`config.mk`:
```
export PLATFORM = sky130hd
export DESIGN_NAME = dsi_pack_detect
export DESIGN_NICKNAME = d
export VERILOG_FILES = /design/src/rtl/dsi_det_pkg.sv /design/src/rtl/dsi_byte_index.sv /design/src/rtl/dsi_hdr_match.sv /design/src/rtl/dsi_irq_ctrl.sv /design/src/rtl/dsi_pack_detect.sv
export SDC_FILE = /design/constraint.sdc
export NUM_CORES = 1
export LEC_CHECK = 0
export BUFFER_PORTS_ARGS = -buffer_cell sky130_fd_sc_hd__clkbuf_2
export CORE_UTILIZATION = 53
export CTS_CLUSTER_DIAMETER = 200
export DETAILED_ROUTE_END_ITERATION = 10
export GPL_ROUTABILITY_DRIVEN = 1
export PLACE_DENSITY = 0.77
export SLEW_MARGIN = 0
export SYNTH_ARGS = -nofsm -noshare
export SYNTH_HDL_FRONTEND = slang
export SYNTH_SLANG_ARGS = --single-unit
export TNS_END_PERCENT = 30
```
`constraint.sdc`:
```
create_clock -name clk -period 2.5 [get_ports clk]
set_input_delay 0.25 -clock clk [delete_from_list [all_inputs] [get_ports clk]]
set_output_delay 0.25 -clock clk [all_outputs]
set_load 0.03 [all_outputs]
```
`src/rtl/dsi_det_pkg.sv`:
```
package dsi_det_pkg;

  // Number of compared positions: four for each of the two headers.
  localparam int unsigned N_MATCH = 8;

  // Byte k (0..3) of a start code 00 00 01 <id>.
  function automatic logic [7:0] start_code_byte(input int unsigned k, input logic [7:0] id);
    logic [7:0] b;
    case (k)
      2:       b = 8'h01;
      3:       b = id;
      default: b = 8'h00;
    endcase
    return b;
  endfunction

endpackage

```
`src/rtl/dsi_byte_index.sv`:
```
module dsi_byte_index #(
  parameter int unsigned SECTOR_BYTES = 2048,
  parameter int unsigned IDX_W        = $clog2(SECTOR_BYTES + 1)
) (
  input  logic             clk,
  input  logic             rst_n,
  input  logic             beat_valid,
  input  logic             beat_sos,
  output logic [IDX_W-1:0] beat_idx,
  output logic             beat_live
);

  localparam logic [IDX_W-1:0] IDLE_IDX = IDX_W'(SECTOR_BYTES);

  // Index of the next byte to arrive; IDLE_IDX means outside any sector.
  logic [IDX_W-1:0] cnt_q;

  assign beat_idx  = beat_sos ? '0 : cnt_q;
  assign beat_live = beat_valid && (beat_idx < IDLE_IDX);

  always_ff @(posedge clk or negedge rst_n) begin
    if (!rst_n) begin
      cnt_q <= IDLE_IDX;
    end else if (beat_live) begin
      cnt_q <= beat_idx + 1'b1;
    end
  end

  // a start-of-sector beat makes the following byte position 1
  p_sos_restart_r1: assert property (@(posedge clk) disable iff (!rst_n)
    (beat_valid && beat_sos) |=> (cnt_q == IDX_W'(1)));

  // stalls do not move the position
  p_stall_hold_r1: assert property (@(posedge clk) disable iff (!rst_n)
    !beat_valid |=> $stable(cnt_q));

endmodule

```
`src/rtl/dsi_hdr_match.sv`:
```
module dsi_hdr_match
  import dsi_det_pkg::*;
#(
  parameter int unsigned IDX_W     = 12,
  parameter int unsigned HDR_OFS   = 14,
  parameter int unsigned PKT_OFS   = 38,
  parameter int unsigned SUBID_OFS = 44,
  parameter logic [7:0]  HDR_ID    = 8'hBB,
  parameter logic [7:0]  PKT_ID    = 8'hBF
) (
  input  logic             clk,
  input  logic             rst_n,
  input  logic             beat_valid,
  input  logic             beat_sos,
  input  logic             beat_live,
  input  logic [IDX_W-1:0] beat_idx,
  input  logic [7:0]       beat_data,
  output logic             pack_hit
);

  logic [N_MATCH-1:0] miss;
  logic               veto;
  logic               ok_q;

  for (genvar k = 0; k < N_MATCH; k++) begin : g_cmp
    localparam int unsigned POS   = (k < 4) ? HDR_OFS + k : PKT_OFS + k - 4;
    localparam logic [7:0]  EXPCT = start_code_byte(k % 4, (k < 4) ? HDR_ID : PKT_ID);
    assign miss[k] = beat_live && (beat_idx == IDX_W'(POS)) && (beat_data != EXPCT);
  end

  assign veto     = |miss;
  assign pack_hit = beat_live && (beat_idx == IDX_W'(SUBID_OFS)) && ok_q && !veto;

  // ok_q: no compared byte of the current sector has mismatched so far.
  always_ff @(posedge clk or negedge rst_n) begin
    if (!rst_n) begin
      ok_q <= 1'b0;
    end else if (beat_valid && beat_sos) begin
      ok_q <= !veto;
    end else if (veto) begin
      ok_q <= 1'b0;
    end
  end

  // once vetoed, a sector stays vetoed until the next start of sector
  p_veto_sticks_r4: assert property (@(posedge clk) disable iff (!rst_n)
    (!ok_q && !(beat_valid && beat_sos)) |=> !ok_q);

  // a hit only occurs on a live beat
  p_hit_live_r4: assert property (@(posedge clk) disable iff (!rst_n)
    pack_hit |-> beat_valid);

endmodule

```
`src/rtl/dsi_irq_ctrl.sv`:
```
module dsi_irq_ctrl (
  input  logic       clk,
  input  logic       rst_n,
  input  logic       pack_hit,
  input  logic [7:0] beat_data,
  input  logic       cd_mode,
  input  logic       host_rd,
  input  logic       clr_en,
  output logic       irq,
  output logic [7:0] sub_id
);

  logic take;
  logic wipe;

  assign take = pack_hit && !cd_mode;
  assign wipe = host_rd && clr_en;

  // Set takes priority over clear when both occur in one cycle.
  always_ff @(posedge clk or negedge rst_n) begin
    if (!rst_n) begin
      irq    <= 1'b0;
      sub_id <= 8'h00;
    end else if (take) begin
      irq    <= 1'b1;
      sub_id <= beat_data;
    end else if (wipe) begin
      irq    <= 1'b0;
    end
  end

  p_set_r4: assert property (@(posedge clk) disable iff (!rst_n)
    (pack_hit && !cd_mode) |=> irq);

  p_cd_block_r6: assert property (@(posedge clk) disable iff (!rst_n)
    (!irq && cd_mode) |=> !irq);

  p_sticky_r5: assert property (@(posedge clk) disable iff (!rst_n)
    (irq && !(host_rd && clr_en)) |=> irq);

  p_clear_r5: assert property (@(posedge clk) disable iff (!rst_n)
    (host_rd && clr_en && !(pack_hit && !cd_mode)) |=> !irq);

  p_id_hold_r7: assert property (@(posedge clk) disable iff (!rst_n)
    !(pack_hit && !cd_mode) |=> $stable(sub_id));

endmodule

```
`src/rtl/dsi_pack_detect.sv`:
```
module dsi_pack_detect #(
  parameter int unsigned SECTOR_BYTES = 2048,
  parameter int unsigned HDR_OFS      = 14,
  parameter int unsigned PKT_OFS      = 38,
  parameter int unsigned PKT_HDR_LEN  = 6,
  parameter logic [7:0]  HDR_ID       = 8'hBB,
  parameter logic [7:0]  PKT_ID       = 8'hBF
) (
  input  logic       clk,
  input  logic       rst_n,
  input  logic       s_valid,
  input  logic       s_sos,
  input  logic [7:0] s_data,
  input  logic       cd_mode,
  input  logic       host_rd,
  input  logic       clr_en,
  output logic       dsi_irq,
  output logic [7:0] sub_id
);

  localparam int unsigned IDX_W     = $clog2(SECTOR_BYTES + 1);
  localparam int unsigned SUBID_OFS = PKT_OFS + PKT_HDR_LEN;

  logic [IDX_W-1:0] beat_idx;
  logic             beat_live;
  logic             pack_hit;

  dsi_byte_index #(
    .SECTOR_BYTES (SECTOR_BYTES),
    .IDX_W        (IDX_W)
  ) u_index (
    .clk        (clk),
    .rst_n      (rst_n),
    .beat_valid (s_valid),
    .beat_sos   (s_sos),
    .beat_idx   (beat_idx),
    .beat_live  (beat_live)
  );

  dsi_hdr_match #(
    .IDX_W     (IDX_W),
    .HDR_OFS   (HDR_OFS),
    .PKT_OFS   (PKT_OFS),
    .SUBID_OFS (SUBID_OFS),
    .HDR_ID    (HDR_ID),
    .PKT_ID    (PKT_ID)
  ) u_match (
    .clk        (clk),
    .rst_n      (rst_n),
    .beat_valid (s_valid),
    .beat_sos   (s_sos),
    .beat_live  (beat_live),
    .beat_idx   (beat_idx),
    .beat_data  (s_data),
    .pack_hit   (pack_hit)
  );

  dsi_irq_ctrl u_irq (
    .clk       (clk),
    .rst_n     (rst_n),
    .pack_hit  (pack_hit),
    .beat_data (s_data),
    .cd_mode   (cd_mode),
    .host_rd   (host_rd),
    .clr_en    (clr_en),
    .irq       (dsi_irq),
    .sub_id    (sub_id)
  );

endmodule

```
# Word level (Yosys, flattened, before mapping)
# Cells that the tools add are included.
# word_totals
input_bits	15
register_bits	22
elab_cells	52
# classes
n_mux	5
n_reduce_logical	29
eq_ne	12
addsub	1
magnitude_cmp	1
# op_table
op	count
$eq A12 B6 Y1 const B	5
$eq A12 B4 Y1 const B	2
$eq A12 B5 Y1 const B	2
$logic_and A1 B1 Y1	23
$ne A8 B8 Y1 const B	2
$add A12 B1 Y12 const B	1
$lt A12 B12 Y1 const B	1
$mux W12	1
$ne A8 B1 Y1 const B	1
$reduce_bool A8 Y1	1
$reduce_or A8 Y1	1
$mux W1	4
$reduce_bool A2 Y1	2
$logic_not A1 Y1	2

# Longest topological paths before layout
# Gate-level depths: netlist (run 1).
# depth
ltp_word	10
mapped_depth	6
mapped_depth_nobuf	5

# Hierarchy
# From an unflattened synthesis (run 1), not the netlist that was laid out.
# unflattened
cells_unflattened	122
hier_area_um2	1355.0
# by_module_without_submodules
mod	cells_each	instances	area_per_inst_um2	seq_area_each_um2
dsi_byte_index	74	1	767.0	301.5
dsi_irq_ctrl	21	1	382.9	225.2
dsi_hdr_match	27	1	205.2	25.0

# Worst setup path after synthesis (run 1)
# OpenSTA, ideal clock, no wires.
# synth_timing
kind	reg-to-reg
startpoint	reg u_index.cnt_q[0]
endpoint	reg u_irq.sub_id[0]
path_slack_ps	559
stages_incl_launch_ff	4
setup_ps	125
arrival_ps	1816
path_buffers	0
t_required_ps	2375
cell_sequence	dfrtp_1 or4b_1 nor4b_4 mux2_2
# synth_via
elab_chain_cells	9
# synth_rtl
element	line_no	text
from (decl)	dsi_byte_index.sv:16	logic [IDX_W-1:0] cnt_q;
from (signal assigned)	dsi_byte_index.sv:25	cnt_q <= beat_idx + 1'b1;
$mux W12 *	dsi_byte_index.sv:18	assign beat_idx = beat_sos ? '0 : cnt_q;
$lt A12 B12 Y1	dsi_byte_index.sv:19	assign beat_live = beat_valid && (beat_idx < IDLE_IDX);
$logic_and A1 B1 Y1	dsi_byte_index.sv:19	
$logic_and A1 B1 Y1 (2 in series)	dsi_hdr_match.sv:28	assign miss[k] = beat_live && (beat_idx == IDX_W'(POS)) && (beat_data != EXPCT);
$reduce_or A8 Y1	dsi_hdr_match.sv:31	assign veto = |miss;
$logic_not A1 Y1	dsi_hdr_match.sv:32	assign pack_hit = beat_live && (beat_idx == IDX_W'(SUBID_OFS)) && ok_q && !veto;
$logic_and A1 B1 Y1 *	dsi_hdr_match.sv:32	
$logic_and A1 B1 Y1 *	dsi_irq_ctrl.sv:16	assign take = pack_hit && !cd_mode;
to (signal assigned)	dsi_irq_ctrl.sv:26	sub_id <= beat_data;
to (decl)	dsi_irq_ctrl.sv:10	output logic [7:0] sub_id
# Every way passes the cells marked *; elsewhere a longest branch is shown, timed or not.
# A chain may end at the register's enable or synchronous reset.

# Worst setup path after layout (run 1)
# Same ends and word-level chain as after synthesis.

==> flow_metrics.tcl, run 1 <==
set metrics [dict create \
    cp_max_fo 9 \
    post-place-ws_ns 0.364 \
    syn2layout_area_growth_pct 16.8 \
    fin_ws_ns 0.340 \
    drtAntennaViolNets 0 \
    drc_errors 0 \
    fin_util 0.681 \
    synth_adder_area_share 0 \
    clkPwrFrac 0.250 \
    cts_setup_buffers 0 \
    post-route-cell-area_sq_um 1380 \
    switching_share 0.308 \
    finalPower_uw 789 \
    dpl.hpwl_um 1810 \
    dpl_cell_area_sq_um 1330 \
    numCtsBuffers 3 \
    p_leak_uw 0.000637 \
    drt-pass1-iter-count 4 \
    numClockSinks 22 \
    critPathKind "register to register" \
    p_seq_frac 0.546 \
    min_path_type "primary input to register" \
    wl_met1_um 1090 \
    vias 986 \
    ir_drop_v 0.000375 \
    synthSimpleGateAreaFrac 0.252 \
    synthesis.instances 111 \
    rsz0062_at_grt "no" \
    finalSetupTns_ns 0 \
    globalplace.congestion 0.861 \
    start_util 0.583 \
    slew_viol_final 0 \
    portBuffers 23 \
    vias_per_cell 5.98 \
    cts_root_buf "clkbuf_4" \
    synth_area_leaders "dfrtp_1 45%, mux2_2 7.6%, nand2_1 3.8%, mux2i_1 3.4%, dfstp_2 2.2%" \
    htreeDepth 1 \
    diodes 0 \
    startpoint_type "register" \
    fp.dieW_um 49.2 \
    synth_top_area_cell "dfrtp_1" \
    synthArstFlopShare 1.00 \
    wl_per_cell_um 14.3 \
    fmax_mhz 463 \
    setup_viol 0 \
    min_period_over_period 0.864 \
    met3WireLength_um 74 \
    synthMuxAreaShare 0.110 \
    status "finished clean" \
    antenna_found_initial 0 \
    rows 16 \
    clock-skew-final_ns 0.00728 \
    synth-seq-cells 22 \
    clk_latency_ns 0.30 \
    intPower_uw 546 \
    nNetsFinal 154 \
    drive_above_1_share 0.312 \
    synth_compound_area_frac 0.121 \
    seq_area_frac_synth 0.468 \
    totalWireLength_um 2350 \
    yosysTopAreaCellShare 0.446 \
    slew_headroom 0.604 \
    cap_violations 0 \
    synth_area_sq_um 1180 \
    powerDensity_nw_per_um2 573 \
    synth.distinct_cells 40 \
    cp-end-kind "register" \
    synth_edf_count 0 \
    max_slew.worst_pin.slew_ns 0.592 \
    core_area_sq_um 2020 \
    cts_resized 0 \
    tritoncts "built" \
    arrival_ns 2.36 \
    path_clk_slew_ns 0.13 \
    synth-warning-count 0 \
    grt_pass1_vias 945 \
    track_usage 0.222 \
    grt_max_degree 23 \
    combPwrFrac 0.204 \
    synth_top_family_by_area "simple AND/OR/NAND/NOR gates" \
    critPathRequiredTime_ns 2.70 \
    routed-wl-met2_um 1180 \
    switching_power_uw 243 \
    period_minus_slack_ns 2.16 \
    die_h_um 49.2 \
    syn_area_per_cell_sq_um 10.6 \
    grt_pass1_wl_um 4110 \
    cts_buffer_depth 2 \
    die_area_sq_um 2420 \
    drt_iter0_markers 28 \
    yosys_most_used_dff "dfrtp_1" \
    synth_xor_area_frac 0.0223 \
    grt-ovfl-total 0 \
    synthesis.nets 126 \
    top_layer "met4" \
    ios 24 \
    hold_viol_final 0 \
]
## per-stage QoR
step                      hold slack [ns]  std cells
after floorplan                   -0.0456        111
after global placement              0.252        160
after detailed placement            0.257        160
after CTS                           0.191        165
after global routing                0.200        165
final                               0.196        165
## worst max-delay path, stage by stage, from the launching register on
cell and delay [ns]:
dfrtp_1 0.48, or4b_1 0.62, nor4b_4 0.55, mux2_2 0.40
## state kept, by name, summed over array words and instances, names as in the netlist
| register | count |
|---|---|
| u_irq.irq | 1 |
| u_irq.sub_id | 8 |
| u_index.cnt_q | 12 |
| u_match.ok_q | 1 |
## power groups by stage
stage / Sequential, uW / Clock [uW] / Combinational, uW
detailed placement: 438 / 0 / 160
global route: 439 / 211 / 182
floorplan: 425 / 0 / 116
CTS: 430 / 201 / 162
global placement: 434 / 0 / 153
finish: 430 / 197 / 161
## logic make-up after synthesis
kind of cell	count (synthesis)
mux	12
xor+xnor	3
compound gates	21
simple gates	45
flops	22
buf+inv	8
## layer usage
layer / up-vias / track usage
li1: 476 / -
met1: 488 / 0.286
met2: 20 / 0.372
met3: 2 / 0.0405
met4: 0 / 0.0735
met5: - / 0
## worst paths after layout
path / from / end / slack, ns / cells past startpoint
hold reg to reg: u_irq.irq / u_irq.irq / 0.51 / 1
setup / recovery: u_index.cnt_q[0] / u_irq.sub_id[0] / 0.34 / 3
min in group asynchronous: rst_n / u_match.ok_q / 0.45 / 2
hold / removal: s_data[6] / u_irq.sub_id[6] / 0.20 / 2
max in group asynchronous: rst_n / u_irq.sub_id[5] / 1.68 / 2
setup reg to reg: u_index.cnt_q[0] / u_irq.sub_id[0] / 0.34 / 3
## cell usage after synthesis, types with 3 or more instances
| cell type | number |
|---|---|
| dfrtp_1 | 21 |
| nand2_1 | 12 |
| mux2_2 | 8 |
| inv_1 | 5 |
| nand3_1 | 5 |
| o21ai_0 | 5 |
| mux2i_1 | 4 |
| o22ai_1 | 4 |
| a21oi_1 | 3 |
| nor2b_1 | 3 |
| nor4_1 | 3 |
## what timing repair did
| item | 4_1_cts | 5_1_grt |
|---|---|---|
| hold buffers | 1 | 0 |
| setup endpoints to repair | 0 | 0 |
| endpoints found under the hold margin | 21 | 0 |
## cell usage in the layout, fill, tap and decap left out, types with 2 or more instances in the layout
cell and n:
clkbuf_2 23, dfrtp_1 21, nand2_1 12, mux2_2 8, inv_1 5, nand3_1 5
o21ai_0 5, mux2i_1 4, o22ai_1 4, nor4_1 3, nor2b_1 3, a21oi_1 3
clkbuf_4 3, nor4_2 2, nand3b_1 2, xor2_1 2, nand4_1 2, nor2_1 2
nor3b_1 2, nor3_1 2, or4_1 2, buf_4 2
## final cells by class
| cell class | instances | area (sq um) |
|---|---|---|
| fill | 166 | 646 |
| multi-input combinational | 81 | 596 |
| sequential | 22 | 552 |
| timing repair buffer | 26 | 140 |
| clock buffer | 4 | 36.3 |
| tap | 27 | 33.8 |
| inverter | 5 | 18.8 |
(Power assumes the default switching activity.)
==> inputs of run 2 (changes only) <==
--- a/config.mk
+++ b/config.mk
@@ -6,13 +6,14 @@
 export NUM_CORES = 1
 export LEC_CHECK = 0
 export BUFFER_PORTS_ARGS = -buffer_cell sky130_fd_sc_hd__clkbuf_2
-export CORE_UTILIZATION = 53
+export CORE_UTILIZATION = 55
 export CTS_CLUSTER_DIAMETER = 200
 export DETAILED_ROUTE_END_ITERATION = 10
 export GPL_ROUTABILITY_DRIVEN = 1
-export PLACE_DENSITY = 0.77
+export PLACE_DENSITY = 0.78
 export SLEW_MARGIN = 0
 export SYNTH_ARGS = -nofsm -noshare
 export SYNTH_HDL_FRONTEND = slang
+export SYNTH_HIERARCHICAL = 1
 export SYNTH_SLANG_ARGS = --single-unit
 export TNS_END_PERCENT = 30
==> run 2 against run 1 <==
Worst setup slack got worse by 0.15 ns. Hold slack improved by 0.0089 ns. Cell count rose by 5.5%. Non-clock buffer count fell by 2. Sequential cell count did not move. Global-route usage rose by 1.0 points. Clock-buffer cell count did not move. Highest routed layer unchanged.
==> flow_metrics.tcl, run 2 <==
set metrics [dict create \
    register_area_sq_um 552 \
    yosysMostFrequentCell "dfrtp_1" \
    mostFrequentLayoutCells "23 x clkbuf_2, 21 x dfrtp_1, 11 x nand2_1" \
    cts_setup_buffers 0 \
    reg_top3 "u_index/cnt_q: 12 flops, u_irq/sub_id: 8 flops" \
    synth-seq-cells 22 \
    htreeDepth 1 \
    grt_max_degree 23 \
    drive_above_1_share 0.329 \
    hold_viol_final 0 \
    synth_top_area_cell "dfrtp_1" \
    grt-ovfl-total 0 \
    fp.dieW_um 51.6 \
    min_period_over_period 0.926 \
    multi_input_area_sq_um 751 \
    finalSetupTns_ns 0 \
    cts_hold_buf 1 \
    grt_use_met3 0.0380 \
    post-route-cell-area_sq_um 1520 \
    max_stage_delay_ns 0.43 \
    drtAntennaViolNets 0 \
    portBuffers 23 \
    start_util 0.595 \
    fill_cells 181 \
    synth_area_leaders "dfrtp_1 39%, mux2_4 8.9%, nor2b_1 4.6%, xnor2_1 3.9%, nand2_1 3.0%" \
    drt_iter0_markers 23 \
    switching_share 0.265 \
    cp_max_fo 9 \
    wl_per_cell_um 15.6 \
    period_minus_slack_ns 2.31 \
    clk_latency_ns 0.30 \
    timing.hold.ws_ns 0.205 \
    core_area_sq_um 2280 \
    critPathKind "register to register" \
    clkPwrFrac 0.289 \
    syn2layout_area_growth_pct 12.0 \
    diodes 0 \
    startpoint_type "register" \
    track_usage 0.232 \
    slew_viol_final 0 \
    cts_buffer_depth 2 \
    synthArstFlopShare 1.00 \
    cts_resized 0 \
    seq_area_frac_synth 0.407 \
    die_area_sq_um 2670 \
    numClockSinks 22 \
    worst-path-buf-inv 0 \
    max_slew.worst_pin.slew_ns 0.549 \
    totalWireLength_um 2720 \
    synth_edf_count 0 \
    drt-pass1-iter-count 4 \
    busiest_layer "met2" \
    gr-usage-met2 0.374 \
    ir_drop_v 0.000252 \
    clock-skew-final_ns 0.00292 \
    gr-usage-met1 0.317 \
    cp-end-kind "register" \
    synthesis.instances 122 \
    critPathRequiredTime_ns 2.70 \
    powerDensity_nw_per_um2 446 \
    grt_pass1_wl_um 4630 \
    dpl.hpwl_um 2020 \
    vias_per_cell 5.93 \
    synth.distinct_cells 42 \
    rows 17 \
    die_h_um 51.6 \
    critPathTopFamily "simple AND/OR/NAND/NOR gates" \
    cp_cell_sequence "nor2b_1, nor4_1, and2b_1, nand4_1, nor3_1, nor2b_4, mux2_4" \
    p_leak_uw 0.000687 \
    intPower_uw 497 \
    arrival_ns 2.51 \
    syn_area_per_cell_sq_um 11.1 \
    min_path_type "primary input to register" \
    numCtsBuffers 3 \
    cap_violations 0 \
    path_clk_slew_ns 0.12 \
    switching_power_uw 180 \
    synth_common_cells "21 x dfrtp_1, 11 x nand2_1, 10 x nor2b_1" \
    yosys_most_used_dff "dfrtp_1" \
    vias 1031 \
    dpl_cell_area_sq_um 1470 \
    nNetsFinal 163 \
    setup_viol 0 \
    yosysTopAreaCellShare 0.388 \
    cts_root_buf "clkbuf_4" \
    synth_area_sq_um 1360 \
    globalplace.congestion 0.873 \
    drc_errors 0 \
    crit_slowest_cell "dfrtp_1" \
    antenna_found_initial 0 \
    finalPower_uw 677 \
    rsz0062_at_grt "no" \
    fmax_mhz 432 \
    synthesis.nets 138 \
    combPwrFrac 0.140 \
    synth-warning-count 6 \
    slew_headroom 0.634 \
    p_seq_frac 0.571 \
    ios 24 \
    status "finished clean" \
    top_register "u_index/cnt_q" \
    tritoncts "built" \
    grt_pass1_vias 1013 \
    largest_reg_flops 12 \
    final_common_cell "clkbuf_2" \
]
## run 2: per-stage QoR
step,utilization,instances,setup slack (ns)
floorplan,-,122,0.331
global placement,0.647,169,0.187
detailed placement,0.647,169,0.0933
CTS,0.667,174,0.179
global route,0.667,174,0.0145
finish,0.667,174,0.185
## run 2: kinds of logic (layout without fill, tap and decap cells)
family          count (synthesis)  after routing  synth area share
simple gates                   59             59             0.314
flops                          22             22             0.407
compound gates                 14             14            0.0803
mux                            11             11             0.112
buf+inv                         9             33            0.0388
xor+xnor                        6              6            0.0388
fa+ha+maj                       1              1           0.00923
## run 2: final cells by class
cell class | instances | share of cell area
inverter | 5 | 0.0124
multi-input combinational | 91 | 0.495
clock buffer | 4 | 0.0239
sequential | 22 | 0.364
tap | 28 | 0.0231
timing repair buffer | 24 | 0.0824
## run 2: worst reg2reg max path, stage by stage, from the launching register on
cell     delay [ns]
dfrtp_1        0.43
nor2b_1        0.14
nor4_1         0.39
and2b_1        0.20
nand4_1        0.12
nor3_1         0.20
nor2b_4        0.39
mux2_4         0.34
## run 2: power groups by stage
| stage | logic, uW | clock network [uW] | registers [uW] |
|---|---|---|---|
| final | 94.9 | 196 | 386 |
| after global placement | 89.7 | 0 | 392 |
| after CTS | 95.2 | 204 | 386 |
| after global routing | 107 | 219 | 390 |
| after floorplan | 62.0 | 0 | 388 |
| after detailed placement | 93.7 | 0 | 393 |
## run 2: path summary, 6_finish.rpt
path	startpoint	to	slack, ns	depth (start not counted)
min	s_data[4]	u_irq/sub_id[4]	0.20	2
max	u_index/cnt_q[9]	u_irq/sub_id[1]	0.19	7
max in group asynchronous	rst_n	u_index/cnt_q[11]	1.68	2
min reg2reg	u_irq/irq	u_irq/irq	0.50	1
min in group asynchronous	rst_n	u_index/cnt_q[0]	0.45	2
max reg2reg	u_index/cnt_q[9]	u_irq/sub_id[1]	0.19	7
## run 2: per-layer routing
metal	share of wire	wire, um	vias up
met4	0.0044	12	0
met2	0.49	1340	25
met5	0	0	-
met1	0.47	1270	509
met3	0.034	91	2
li1	-	-	495
==> inputs of run 3 (changes only) <==
--- a/config.mk
+++ b/config.mk
@@ -11,6 +11,7 @@
 export DETAILED_ROUTE_END_ITERATION = 10
 export GPL_ROUTABILITY_DRIVEN = 1
 export PLACE_DENSITY = 0.78
+export RECOVER_POWER = 25
 export SLEW_MARGIN = 0
 export SYNTH_ARGS = -nofsm -noshare
 export SYNTH_HDL_FRONTEND = slang
==> run 3 against run 2 <==
Fmax down 0.25%. Sequential share of layout area is essentially flat. Sequential cell count is the same. Critical path depth unchanged. Largest cell class unchanged. Register-to-register slack about the same. Global-route usage did not move. Via count rose by 0.19%. Clock skew up 0.00088 ns.
==> flow_metrics.tcl, run 3 (synthesis gave the netlist of run 2 again) <==
set metrics [dict create \
    drive_above_1_share 0.322 \
    cp_cell_sequence "nor2b_1, nor4_1, and2b_1, nand4_1, nor3_1, nor2b_4, mux2_4" \
    cts_resized 0 \
    clk_latency_ns 0.30 \
    r2r_slack_ns 0.18 \
    cp_max_fo 9 \
    min_path_type "primary input to register" \
    top_register "u_index/cnt_q" \
    core_area_sq_um 2280 \
    finalSetupTns_ns 0 \
    worstReg2RegEnd "u_irq/sub_id[1]" \
    track_usage 0.232 \
    grt_pass1_vias 1013 \
    clkPwrFrac 0.292 \
    path_clk_slew_ns 0.13 \
    ir_drop_v 0.000252 \
    start_util 0.595 \
    setup_viol 0 \
    slew_viol_final 0 \
    vias 1033 \
    antenna_found_initial 0 \
    period_minus_slack_ns 2.32 \
    hp-start "s_data[4]" \
    holdPathEnd "u_irq/sub_id[4]" \
    htreeDepth 1 \
    reg2reg_from "u_index/cnt_q[8]" \
    post-route-cell-area_sq_um 1520 \
    switching_share 0.268 \
    combPwrFrac 0.139 \
    dpl_cell_area_sq_um 1470 \
    diodes 0 \
    cts_buffer_depth 2 \
    critPathRequiredTime_ns 2.70 \
    vias_per_cell 5.94 \
    cap_violations 0 \
    portBuffers 23 \
    max_slew.worst_pin.slew_ns 1.19 \
    rows 17 \
    critPathKind "register to register" \
    numCtsBuffers 3 \
    tritoncts "built" \
    arrival_ns 2.52 \
    max_stage_delay_ns 0.44 \
    drc_errors 0 \
    numClockSinks 22 \
    ios 24 \
    totalWireLength_um 2730 \
    startpoint_type "register" \
    globalplace.congestion 0.873 \
    cts_root_buf "clkbuf_4" \
    cts_hold_buf 1 \
    holdPathStages 2 \
    cts_setup_buffers 0 \
    worst-path-buf-inv 0 \
    fin_ws_ns 0.180 \
    syn2layout_area_growth_pct 11.9 \
    die_h_um 51.6 \
    nNetsFinal 163 \
    slew_headroom 0.209 \
    fp.dieW_um 51.6 \
    drtAntennaViolNets 0 \
    p_seq_frac 0.569 \
    drt-pass1-iter-count 4 \
    largest_reg_flops 12 \
    grt_max_degree 23 \
    p_leak_uw 0.000684 \
    critPathTopFamily "simple AND/OR/NAND/NOR gates" \
    fmax_mhz 431 \
    clock-skew-final_ns 0.00380 \
    finalPower_uw 679 \
    intPower_uw 497 \
    mostFrequentLayoutCells "22 x clkbuf_2, 21 x dfrtp_1, 11 x nand2_1" \
    post-place-ws_ns 0.0933 \
    switching_power_uw 182 \
    status "finished clean" \
    grt-ovfl-total 0 \
    final_common_cell "clkbuf_2" \
    hold_viol_final 0 \
    cp-end-kind "register" \
    reg_top3 "u_index/cnt_q: 12 flops, u_irq/sub_id: 8 flops" \
    min_period_over_period 0.928 \
    dpl.hpwl_um 2020 \
    fin_util 0.666 \
    die_area_sq_um 2670 \
    grt_pass1_wl_um 4630 \
    rsz0062_at_grt "no" \
    wl_per_cell_um 15.7 \
    powerDensity_nw_per_um2 448 \
    crit_slowest_cell "dfrtp_1" \
    r2r_cells 7 \
    drt_iter0_markers 23 \
]
run 3: cell count changes in the layout (fill, tap and decap cells not counted):
| cell | before | now |
|---|---|---|
| clkbuf_1 | 0 | 1 |
| clkbuf_2 | 23 | 22 |
run 3: worst register-to-register path, cell delays in order (launching register included):
cell and delay (ns):
dfrtp_1 0.44, nor2b_1 0.15, nor4_1 0.38, and2b_1 0.20
nand4_1 0.12, nor3_1 0.20, nor2b_4 0.39, mux2_4 0.34
run 3: power by group through the flow:
stage	clock (uW)	combinational (uW)	sequential, uW
detailed placement	0	93.7	393
global placement	0	89.7	392
finish	198	94.6	386
global route	219	106	390
CTS	204	95.2	386
floorplan	0	62.0	388
run 3: metal layers:
layer  routed length (um)  track usage  part of all wire  vias up
met3                   92       0.0380             0.034        2
met2                 1340        0.374              0.49       27
li1                     -            -                 -      494
met1                 1290        0.317              0.47      510
met4                   12       0.0721            0.0044        0
met5                    0            0                 0        -
run 3: worst max path at each step:
stage	start	endpoint	slack, ns	cells past startpoint
2_1_floorplan	s_sos	u_irq/sub_id[0]	0.33	10
6_report	u_index/cnt_q[8]	u_irq/sub_id[1]	0.18	7
5_1_grt	u_index/cnt_q[11]	u_irq/sub_id[2]	0.01	7
3_3_place_gp	s_sos	u_irq/sub_id[3]	0.19	8
4_1_cts	u_index/cnt_q[11]	u_irq/sub_id[0]	0.18	7
3_5_place_dp	s_sos	u_irq/sub_id[3]	0.09	8
run 3: area by class of cell:
| class | count | area [sq um] |
|---|---|---|
| fill | 180 | 759 |
| multi-input combinational | 91 | 751 |
| sequential | 22 | 552 |
| timing repair buffer | 24 | 124 |
| clock buffer | 4 | 36.3 |
| tap | 28 | 35.0 |
| inverter | 5 | 18.8 |
run 3: per-stage QoR:
stage,cells,hold WS [ns]
after floorplan,122,-0.0456
after global placement,169,0.255
after detailed placement,169,0.262
after CTS,174,0.197
after global routing,174,0.203
final,174,0.205
